**src/rtl/rstc_pkg.sv**
```systemverilog
package rstc_pkg;

    localparam int STAT_W   = 16;
    localparam int BIT_TRAP = 15;
    localparam int BIT_ILL  = 14;
    localparam int BIT_CFG  = 9;
    localparam int BIT_EXT  = 7;
    localparam int BIT_SW   = 6;
    localparam int BIT_WDT  = 4;

    localparam logic [3:0] HARD_LVL_MIN = 4'd13;

    localparam logic [STAT_W-1:0] FLAG_MASK =
        (16'd1 << BIT_TRAP) | (16'd1 << BIT_ILL) | (16'd1 << BIT_CFG) |
        (16'd1 << BIT_EXT)  | (16'd1 << BIT_SW)  | (16'd1 << BIT_WDT);

    typedef struct packed {
        logic trap;
        logic ill;
        logic cfg;
        logic ext;
        logic sw;
        logic wdt;
    } cause_t;

    function automatic logic [STAT_W-1:0] cause_word(cause_t c);
        logic [STAT_W-1:0] w;
        w           = '0;
        w[BIT_TRAP] = c.trap;
        w[BIT_ILL]  = c.ill;
        w[BIT_CFG]  = c.cfg;
        w[BIT_EXT]  = c.ext;
        w[BIT_SW]   = c.sw;
        w[BIT_WDT]  = c.wdt;
        return w;
    endfunction

    function automatic logic is_hard(logic [3:0] lvl);
        return lvl >= HARD_LVL_MIN;
    endfunction

endpackage

```
**src/rtl/rstc_pin_filter.sv**
```systemverilog
module rstc_pin_filter #(
    parameter int MIN_PULSE = 8
) (
    input  logic clk,
    input  logic rst,
    input  logic pin_n,
    output logic hold
);
    localparam int CNT_W = $clog2(MIN_PULSE + 1);
    localparam logic [CNT_W-1:0] CNT_TOP = CNT_W'(MIN_PULSE);

    logic             sync1_q, sync2_q;
    logic [CNT_W-1:0] low_cnt_q;

    always_ff @(posedge clk) begin
        if (rst) begin
            sync1_q <= 1'b1;
            sync2_q <= 1'b1;
        end else begin
            sync1_q <= pin_n;
            sync2_q <= sync1_q;
        end
    end

    always_ff @(posedge clk) begin
        if (rst)
            low_cnt_q <= '0;
        else if (sync2_q)
            low_cnt_q <= '0;
        else if (low_cnt_q != CNT_TOP)
            low_cnt_q <= low_cnt_q + 1'b1;
    end

    assign hold = (low_cnt_q == CNT_TOP);

endmodule

```
**src/rtl/rstc_trap_mon.sv**
```systemverilog
module rstc_trap_mon
    import rstc_pkg::*;
(
    input  logic       clk,
    input  logic       rst,
    input  logic       sys_rst,
    input  logic       take,
    input  logic [3:0] level,
    input  logic       done,
    output logic       conflict
);
    logic [3:0] svc_lvl_q;
    logic       svc_hard;

    assign svc_hard = is_hard(svc_lvl_q);
    assign conflict = take && is_hard(level) && svc_hard && (level < svc_lvl_q);

    always_ff @(posedge clk) begin
        if (rst || sys_rst)
            svc_lvl_q <= '0;
        else if (take && is_hard(level) && !(svc_hard && level < svc_lvl_q))
            svc_lvl_q <= level;
        else if (done)
            svc_lvl_q <= '0;
    end

endmodule

```
**src/rtl/rstc_cfg_guard.sv**
```systemverilog
module rstc_cfg_guard #(
    parameter int CFG_N = 4,
    parameter int CFG_W = 8
) (
    input  logic                   clk,
    input  logic                   rst,
    input  logic                   sys_rst,
    input  logic                   wr_en,
    input  logic [CFG_N*CFG_W-1:0] live,
    output logic                   mismatch
);
    logic [CFG_N-1:0] diff;
    logic             resync;

    assign resync = rst || sys_rst || wr_en;

    for (genvar g = 0; g < CFG_N; g++) begin : g_shadow
        logic [CFG_W-1:0] shadow_q;
        always_ff @(posedge clk) begin
            if (resync)
                shadow_q <= live[g*CFG_W +: CFG_W];
        end
        assign diff[g] = (live[g*CFG_W +: CFG_W] != shadow_q);
    end

    assign mismatch = !resync && (|diff);

endmodule

```
**src/rtl/rstc_cause_reg.sv**
```systemverilog
module rstc_cause_reg
    import rstc_pkg::*;
(
    input  logic              clk,
    input  logic              rst,
    input  cause_t            set,
    input  logic              wr_en,
    input  logic [STAT_W-1:0] wr_data,
    output logic [STAT_W-1:0] stat
);
    logic [STAT_W-1:0] flags_q, keep;

    assign keep = wr_en ? wr_data : '1;

    always_ff @(posedge clk) begin
        if (rst)
            flags_q <= '0;
        else
            flags_q <= ((flags_q & keep) | cause_word(set)) & FLAG_MASK;
    end

    assign stat = flags_q;

endmodule

```
**src/rtl/rst_cause_ctrl.sv**
```systemverilog
module rst_cause_ctrl
    import rstc_pkg::*;
#(
    parameter int          MIN_PULSE   = 8,
    parameter int          CFG_N       = 4,
    parameter int          CFG_W       = 8,
    parameter int          OPC_W       = 24,
    parameter logic [7:0]  ILLEGAL_TAG = 8'h3F
) (
    input  logic                   clk,
    input  logic                   rst,
    input  logic                   ext_rst_n,
    input  logic                   sw_rst_req,
    input  logic                   wdt_timeout,
    input  logic                   core_sleep,
    input  logic                   core_idle,
    input  logic                   trap_take,
    input  logic [3:0]             trap_level,
    input  logic                   trap_done,
    input  logic                   cfg_wr_en,
    input  logic [CFG_N*CFG_W-1:0] cfg_live,
    input  logic                   opcode_valid,
    input  logic [OPC_W-1:0]       opcode,
    input  logic                   uninit_w_access,
    input  logic                   security_fault,
    input  logic                   stat_wr_en,
    input  logic [15:0]            stat_wr_data,
    output logic                   sys_rst,
    output logic                   wdt_wake,
    output logic [15:0]            stat_q
);
    logic   ext_hold, trap_conf, cfg_mm, low_power, ill_op;
    logic   sys_rst_q, wdt_wake_q;
    cause_t cause;

    rstc_pin_filter #(.MIN_PULSE(MIN_PULSE)) u_pin (
        .clk   (clk),
        .rst   (rst),
        .pin_n (ext_rst_n),
        .hold  (ext_hold)
    );

    rstc_trap_mon u_trap (
        .clk      (clk),
        .rst      (rst),
        .sys_rst  (sys_rst_q),
        .take     (trap_take),
        .level    (trap_level),
        .done     (trap_done),
        .conflict (trap_conf)
    );

    rstc_cfg_guard #(.CFG_N(CFG_N), .CFG_W(CFG_W)) u_cfg (
        .clk      (clk),
        .rst      (rst),
        .sys_rst  (sys_rst_q),
        .wr_en    (cfg_wr_en),
        .live     (cfg_live),
        .mismatch (cfg_mm)
    );

    assign low_power = core_sleep || core_idle;
    assign ill_op    = opcode_valid && (opcode[OPC_W-1 -: 8] == ILLEGAL_TAG);

    always_comb begin
        cause      = '0;
        cause.trap = trap_conf;
        cause.ill  = ill_op || uninit_w_access || security_fault;
        cause.cfg  = cfg_mm;
        cause.ext  = ext_hold;
        cause.sw   = sw_rst_req;
        cause.wdt  = wdt_timeout && !low_power;
    end

    rstc_cause_reg u_stat (
        .clk     (clk),
        .rst     (rst),
        .set     (cause),
        .wr_en   (stat_wr_en),
        .wr_data (stat_wr_data),
        .stat    (stat_q)
    );

    always_ff @(posedge clk) begin
        if (rst) begin
            sys_rst_q  <= 1'b1;
            wdt_wake_q <= 1'b0;
        end else begin
            sys_rst_q  <= |cause;
            wdt_wake_q <= wdt_timeout && low_power;
        end
    end

    assign sys_rst  = sys_rst_q;
    assign wdt_wake = wdt_wake_q;

endmodule

```
**config.mk**
```make
export PLATFORM = sky130hd
export DESIGN_NAME = rst_cause_ctrl
export DESIGN_NICKNAME = d
export VERILOG_FILES = /design/src/rtl/rstc_pkg.sv /design/src/rtl/rstc_pin_filter.sv /design/src/rtl/rstc_trap_mon.sv /design/src/rtl/rstc_cfg_guard.sv /design/src/rtl/rstc_cause_reg.sv /design/src/rtl/rst_cause_ctrl.sv
export SDC_FILE = /design/constraint.sdc
export NUM_CORES = 1
export LEC_CHECK = 0
export CAP_MARGIN = 0
export CORE_ASPECT_RATIO = 1.25
export CORE_MARGIN = 2
export CORE_UTILIZATION = 36
export DETAILED_ROUTE_END_ITERATION = 8
export PLACE_DENSITY = 0.8
export SYNTH_ARGS = -nofsm -noshare
export SYNTH_HDL_FRONTEND = slang
export SYNTH_SLANG_ARGS = --single-unit
```
**constraint.sdc**
```tcl
create_clock -name clk -period 1.4 [get_ports clk]
set_input_delay 0.21 -clock clk [delete_from_list [all_inputs] [get_ports clk]]
set_output_delay 0.21 -clock clk [all_outputs]
set_load 0.02 [all_outputs]
```
==> After elaboration in Yosys (flattened, before gate mapping) <==
Index checks and enable logic that the tools add are counted.
{ "totals": {"elab_cells": 49, "output_inout_bits": 18, "register_bits": 60, "inputBits": 90} }
{ "classes": {"addsub": 1, "order_cmp": 3, "bitwise_logic": 2, "n_eq_ne": 7, "n_mux": 3, "n_reduce_logical": 21} }
{ "op_table": {"columns": ["cell", "count"], "rows": [
  ["8-bit inequality test", 4],
  ["16-bit bitwise AND", 1],
  ["16-bit two-way mux", 1],
  ["16-bit OR", 1],
  ["1-bit logical AND", 9],
  ["8-bit by 6-bit == test with 1-bit output (second input constant)", 1],
  ["4-bit >= comparator (second input constant)", 2],
  ["4-bit two-way mux", 2],
  ["6-bit OR reduction", 1],
  ["1-bit logical OR", 5],
  ["4-bit by 1-bit adder with 4-bit output (second input constant)", 1],
  ["4-bit == test (second input constant)", 1],
  ["4-bit < comparator", 1],
  ["4-bit inequality test (second input constant)", 1],
  ["4-bit OR reduction", 1],
  ["1-bit logical NOT", 3],
  ["2-bit nonzero test", 1],
  ["2-bit OR reduction", 1]
]} }

==> Depth between registers and ports, before layout <==
{ "logic_depth": {"word_depth": 5, "mapped_depth": 7, "mapped_depth_nobuf": 7} }

==> Cells and area by module <==
From an unflattened synthesis, not the netlist that was laid out.
{ "hier_totals": {"hier_cells": 181, "hier_area_um2": 2358.5} }
{ "by_module_without_submodules": {"columns": ["module", "cells_each", "n_inst", "area_per_inst_um2", "seq_area_each_um2"], "rows": [
  ["rstc_cfg_guard", 76, 1, 1315.0, 960.9],
  ["rstc_cause_reg", 35, 1, 356.6, 120.1],
  ["rstc_pin_filter", 27, 1, 297.8, 120.1],
  ["rstc_trap_mon", 30, 1, 272.8, 80.1],
  ["rst_cause_ctrl", 13, 1, 116.4, 40.0]
]} }

==> Worst setup path before layout <==
No wires, ideal clock.
{ "synth_timing": {"path_type": "register to register", "startpoint": "reg sys_rst_q, in the netlist sys_rst", "endpoint": "reg u_cfg.g_shadow[0].shadow_q[0], enable pin", "stages_incl_launch_ff": 2, "setup_ps": 391, "arrival_ps": 1240, "period_less_slack_ps": 1631, "t_required_ps": 1009, "path_slack_ps": -231, "path_buffers": 0, "path_cell_list": "dfxtp_1 -> or3_1"} }
{ "synth_via": {"elab_chain_len": 2} }
{ "synth_lines": {"columns": ["element", "line_no", "text"], "rows": [
  ["from (decl)", "rst_cause_ctrl.sv:33", "logic sys_rst_q, wdt_wake_q;"],
  ["from (signal assigned)", "rst_cause_ctrl.sv:89", "sys_rst_q <= |cause;"],
  ["1-bit logical OR (2 in series)", "rstc_cfg_guard.sv:15", "assign resync = rst || sys_rst || wr_en;"],
  ["to (signal assigned)", "rstc_cfg_guard.sv:21", "shadow_q <= live[g*CFG_W +: CFG_W];"],
  ["to (decl)", "rstc_cfg_guard.sv:18", "logic [CFG_W-1:0] shadow_q;"]
]} }
Every way passes these cells.
A chain may end at the register's enable or synchronous reset.

==> Worst setup path in the final report <==
{ "layout_timing": {"startpoint": "reg u_trap.svc_lvl_q[3]", "endpoint": "reg u_trap.svc_lvl_q[0]"} }
{ "layout_via": {"elab_chain_len": 5, "elab_cells_between_ends": 7, "cone_classes": "order compare: 2; mux: 1; reduce/logical: 4"} }
{ "layout_lines": {"columns": ["element", "line_no", "text"], "rows": [
  ["from (decl)", "rstc_trap_mon.sv:12", "logic [3:0] svc_lvl_q;"],
  ["from (signal assigned)", "rstc_trap_mon.sv:22", "svc_lvl_q <= level;"],
  ["4-bit >= comparator / 4-bit < comparator (equally long branches)", "rstc_pkg.sv:39, rstc_trap_mon.sv:21", null],
  ["1-bit logical AND (*)", "rstc_trap_mon.sv:21", "else if (take && is_hard(level) && !(svc_hard && level < svc_lvl_q))"],
  ["1-bit logical NOT (*)", "rstc_trap_mon.sv:21", null],
  ["1-bit logical AND (*)", "rstc_trap_mon.sv:21", null],
  ["4-bit two-way mux / 2-bit nonzero test (equally long branches)", null, null]
]} }
Every way passes the cells marked *; elsewhere a longest branch is shown, timed or not.

==> report_table.html <==
<table>
<tr><th>Metric</th><th>Value</th></tr>
<tr><th colspan="2">Critical path</th></tr>
<tr><td>Worst setup path startpoint</td><td>u_trap.svc_lvl_q[3]</td></tr>
<tr><td>Reg2Reg Setup Slack</td><td>-0.005 ns</td></tr>
<tr><td>Data required time at the worst endpoint</td><td>1.63 ns</td></tr>
<tr><td>Critical Path Fanout Max</td><td>4</td></tr>
<tr><td>Startpoint of the worst-slack reg-to-reg timing path</td><td>u_trap.svc_lvl_q[3]</td></tr>
<tr><td>Nature of the critical path startpoint</td><td>flop</td></tr>
<tr><td>Critical path's slowest cell</td><td>sky130_fd_sc_hd__dfxtp_2</td></tr>
<tr><td>Worst path max stage delay</td><td>0.34 ns</td></tr>
<tr><td>Crit path kind</td><td>flop to flop</td></tr>
<tr><td>Critical-path cell list</td><td>inv_2, ha_4, o2bb2ai_2, nor4_4, o21ai_2, a211o_1, a21oi_1</td></tr>
<tr><td>WP data arrival</td><td>1.64 ns</td></tr>
<tr><td>Cell class contributing the biggest share of worst-path delay</td><td>compound AO/OA/AOI/OAI gates</td></tr>
<tr><td>Buffers &amp; Inverters on Critical Path</td><td>1</td></tr>
<tr><td>Endpoint class of the critical path</td><td>flop</td></tr>
<tr><th colspan="2">Global route</th></tr>
<tr><td>Global-route wire length before repair</td><td>7110 um</td></tr>
<tr><td>Global-route usage over all layers</td><td>0.136</td></tr>
<tr><td>Pin count of the biggest net entering global routing</td><td>18</td></tr>
<tr><td>Antenna violations before repair</td><td>0</td></tr>
<tr><td>Overflow after GRT</td><td>0</td></tr>
<tr><td>Via count of the first global-routing pass</td><td>1577</td></tr>
<tr><th colspan="2">Routing</th></tr>
<tr><td>DRT Wirelength</td><td>4480 um</td></tr>
<tr><td>Antenna viol nets, final</td><td>0</td></tr>
<tr><td>Pre-Repair DR Iteration Count</td><td>4</td></tr>
<tr><td>Iteration-0 DRC count of the detailed router</td><td>98</td></tr>
<tr><td>Post-detailed-route wirelength per cell</td><td>12.9 um</td></tr>
<tr><td>Post-detailed-route DRC marker count</td><td>0</td></tr>
<tr><td>Via total after detailed routing</td><td>1557</td></tr>
<tr><td>Ratio of routed vias to standard cells</td><td>4.49</td></tr>
<tr><th colspan="2">Synthesis</th></tr>
<tr><td>Number of synthesis warnings</td><td>0</td></tr>
<tr><td>Area share of xor/xnor cells in the synthesized design</td><td>0.139</td></tr>
<tr><td>Sequential element share of the synthesized area</td><td>0.599</td></tr>
<tr><td>Cells after synthesis</td><td>176</td></tr>
<tr><td>Dominant register cell in the synthesized netlist</td><td>sky130_fd_sc_hd__edfxtp_1</td></tr>
<tr><td>Number of enable-type register cells in the synthesized netlist</td><td>32</td></tr>
<tr><td>Mux cell area share after synthesis</td><td>0</td></tr>
<tr><td>Complex-gate fraction of the synthesized area</td><td>0.0658</td></tr>
<tr><td>Mapped cell area</td><td>2210 sq um</td></tr>
<tr><td>Dominant cell type by area after synthesis</td><td>sky130_fd_sc_hd__edfxtp_1</td></tr>
<tr><td>Most repeated cell in the gate-level netlist after synthesis</td><td>sky130_fd_sc_hd__xnor2_1</td></tr>
<tr><td>Dominant combinational cell family by area after synthesis</td><td>XOR/XNOR gates</td></tr>
<tr><td>Adder and majority cell fraction of the synthesized area</td><td>0.0284</td></tr>
<tr><td>Share of synthesized flip-flops with an asynchronous set or reset</td><td>0</td></tr>
<tr><td>Proportion of netlist area held by the largest area contributor</td><td>0.436</td></tr>
<tr><td>Largest cells by area after synthesis</td><td>sky130_fd_sc_hd__edfxtp_1 (44%), sky130_fd_sc_hd__dfxtp_1 (16%), sky130_fd_sc_hd__xnor2_1 (13%)</td></tr>
<tr><td>Area share of and/or/nand/nor cells after synthesis</td><td>0.117</td></tr>
<tr><td>Count of cell types in the netlist</td><td>32</td></tr>
<tr><td>Flip-flop and latch count after synthesis</td><td>50</td></tr>
<tr><td>Commonest cells in the netlist</td><td>sky130_fd_sc_hd__xnor2_1 (34), sky130_fd_sc_hd__edfxtp_1 (32), sky130_fd_sc_hd__dfxtp_1 (18), sky130_fd_sc_hd__a21oi_1 (11), sky130_fd_sc_hd__buf_4 (10)</td></tr>
<tr><td>Mean post-synth cell area</td><td>12.5 sq um</td></tr>
<tr><th colspan="2">Floorplan</th></tr>
<tr><td>Initial standard-cell utilization of the core</td><td>0.377</td></tr>
<tr><td>Area enclosed by the die boundary</td><td>6770 sq um</td></tr>
<tr><td>Chip Height</td><td>91.5 um</td></tr>
<tr><td>Area of the placeable core</td><td>5860 sq um</td></tr>
<tr><td>I/O pins</td><td>108</td></tr>
<tr><td>Die Span X</td><td>74.0 um</td></tr>
<tr><td>Total number of placement rows</td><td>31</td></tr>
<tr><th colspan="2">Cells and area</th></tr>
<tr><td>Layout net count</td><td>359</td></tr>
<tr><td>Share of final-layout standard cells stronger than drive strength 1</td><td>0.140</td></tr>
<tr><td>Count of fill cells added during filler insertion</td><td>494</td></tr>
<tr><td>Syn-to-layout area delta</td><td>46.7%</td></tr>
<tr><td>Final standard cell count with taps included and fillers excluded</td><td>347</td></tr>
<tr><td>Antenna cell count</td><td>0</td></tr>
<tr><td>Finished layout cell area</td><td>3240 sq um</td></tr>
<tr><th colspan="2">Flow run</th></tr>
<tr><td>Number of max-cap violations</td><td>0</td></tr>
<tr><th colspan="2">Min path</th></tr>
<tr><td>Hold path start</td><td>u_pin.sync1_q</td></tr>
<tr><td>Type of the most critical hold path</td><td>flop to flop</td></tr>
<tr><th colspan="2">Clocking</th></tr>
<tr><td>Clock transition at path regs</td><td>0.09 ns</td></tr>
<tr><td>CTS tree</td><td>built</td></tr>
<tr><td>H-Tree Level Count</td><td>2</td></tr>
<tr><td># clock sinks</td><td>50</td></tr>
<tr><td>Maximum count of clock buffers along a single path</td><td>2</td></tr>
<tr><td>Clk Tree Root Cell</td><td>sky130_fd_sc_hd__clkbuf_8</td></tr>
<tr><td>Hold-fix buffers, CTS</td><td>0</td></tr>
<tr><td>Clock latency at the later pin of the worst-skew pair</td><td>0.30 ns</td></tr>
<tr><td>CTS buffer count</td><td>5</td></tr>
<tr><th colspan="2">Timing</th></tr>
<tr><td>Worst Setup Slack, final</td><td>-0.00486 ns</td></tr>
<tr><td>Final Critical Period</td><td>1.40 ns</td></tr>
<tr><td>Unrepaired setup endpoints after global routing</td><td>yes</td></tr>
<tr><td>Number of max-slew violations in the final report</td><td>0</td></tr>
<tr><td>Final-report setup violation count</td><td>1</td></tr>
<tr><td>Total count of hold-check failures in the final report</td><td>0</td></tr>
<tr><td>Setup TNS</td><td>-0.00486 ns</td></tr>
<tr><td>Clock Skews</td><td>0.00815 ns</td></tr>
<tr><td>Highest Clock Rate</td><td>712 MHz</td></tr>
<tr><td>Crit share post-route</td><td>1.00</td></tr>
<tr><th colspan="2">Power</th></tr>
<tr><td>P per Cell Area</td><td>901 nW/um^2</td></tr>
<tr><td>Final Power</td><td>0.00292 W</td></tr>
<tr><td>Largest voltage drop on the vdd net</td><td>0.000350 V</td></tr>
<tr><td>Static power due to leakage</td><td>1.16 nW</td></tr>
<tr><th colspan="2">Place</th></tr>
<tr><td>Placed Area</td><td>3130 sq um</td></tr>
<tr><td>Post-Place Worst Slack</td><td>-0.413 ns</td></tr>
<tr><td>Number of I/O port buffers</td><td>71</td></tr>
<tr><td>Gp weighted congestion</td><td>0.756</td></tr>
<tr><td>Post-Place Cells</td><td>339</td></tr>
<tr><td>Detail Placement HPWL</td><td>3630 um</td></tr>
<tr><th colspan="2">Status</th></tr>
<tr><td>Failing checks</td><td>setup timing</td></tr>
<tr><td>Run status</td><td>complete, but fails checks</td></tr>
</table>
[logic make-up after synthesis]
family | after synthesis
flops | 50
simple gates | 42
other cells | 1
fa+ha+maj | 5
compound gates | 24
buf+inv | 19
xor+xnor | 35
[worst reg2reg max path, delay by kind of cell (launching register included)]
kind	cells	cell delay, ns
AO/OA/AOI/OAI	4	0.62
buffers and inverters	1	0.05
flip-flops	1	0.34
AND/OR/NAND/NOR	1	0.14
adder cells (fa/ha/maj)	1	0.21
[stage by stage]
stage / hold slack [ns] / utilization
after floorplan: 0.286 / -
after global placement: 0.398 / 0.534
after detailed placement: 0.403 / 0.534
after CTS: 0.426 / 0.549
after global routing: 0.434 / 0.552
final: 0.421 / 0.552
[path summary, 6_finish.rpt]
path,to,depth (start not counted)
hold reg to reg,u_pin.sync2_q,1
setup reg to reg,u_trap.svc_lvl_q[0],7
setup / recovery,u_trap.svc_lvl_q[0],7
hold / removal,u_pin.sync2_q,1
[area by class of cell]
class	count	area, sq um	area share
Inverter	8	30.0	0.00928
Tap cell	82	103	0.0317
Clock buffer	5	68.8	0.0213
Multi-Input combinational cell	116	860	0.266
Clock inverter	3	23.8	0.00735
Sequential cell	50	1320	0.409
Timing Repair Buffer	83	827	0.256
[cell usage in the layout (no fill, tap or decap), types with 3 or more instances in the layout]
cell type,instances
sky130_fd_sc_hd__conb_1,10
sky130_fd_sc_hd__dfxtp_1,16
sky130_fd_sc_hd__inv_1,7
sky130_fd_sc_hd__nand3_1,5
sky130_fd_sc_hd__or2_2,3
sky130_fd_sc_hd__nor2_1,3
sky130_fd_sc_hd__a21oi_1,10
sky130_fd_sc_hd__o21ai_0,6
sky130_fd_sc_hd__nand4_1,9
sky130_fd_sc_hd__buf_4,9
sky130_fd_sc_hd__nor3_1,5
sky130_fd_sc_hd__xnor2_1,34
sky130_fd_sc_hd__edfxtp_1,32
sky130_fd_sc_hd__dlygate4sd2_1,9
sky130_fd_sc_hd__clkbuf_8,5
sky130_fd_sc_hd__ha_1,4
sky130_fd_sc_hd__buf_12,3
sky130_fd_sc_hd__clkdlybuf4s50_1,62
sky130_fd_sc_hd__nand2_1,3
[flip-flops by register name, summed over array words and instances, names as in the netlist]
signal                   count
u_trap.svc_lvl_q             4
u_pin.sync2_q                1
u_stat.stat                  6
u_pin.low_cnt_q              4
wdt_wake                     1
u_cfg.g_shadow.shadow_q     32
sys_rst                      1
u_pin.sync1_q                1
[timing repair]
| action | CTS | global route |
|---|---|---|
| gates cloned | 0 | 0 |
| pin swaps | 8 | 8 |
| buffers inserted | 0 | 0 |
| setup endpoints to repair | 14 | 7 |
| resized for setup | 12 | 5 |
[where the power goes]
part	switching, W	internal, W
combinational	0.000156	0.000259
clock	0.000484	0.000358
sequential	0.0000285	0.00163
total	0.000668	0.00225
[per-layer routing]
metal	vias up	track usage	wire length [um]
met1	719	0.165	1920
met5	-	0	0
met4	0	0.0409	51
met3	6	0.0333	238
li1	791	-	-
met2	41	0.233	2270
Note: power is estimated with default switching activity, not from simulation.
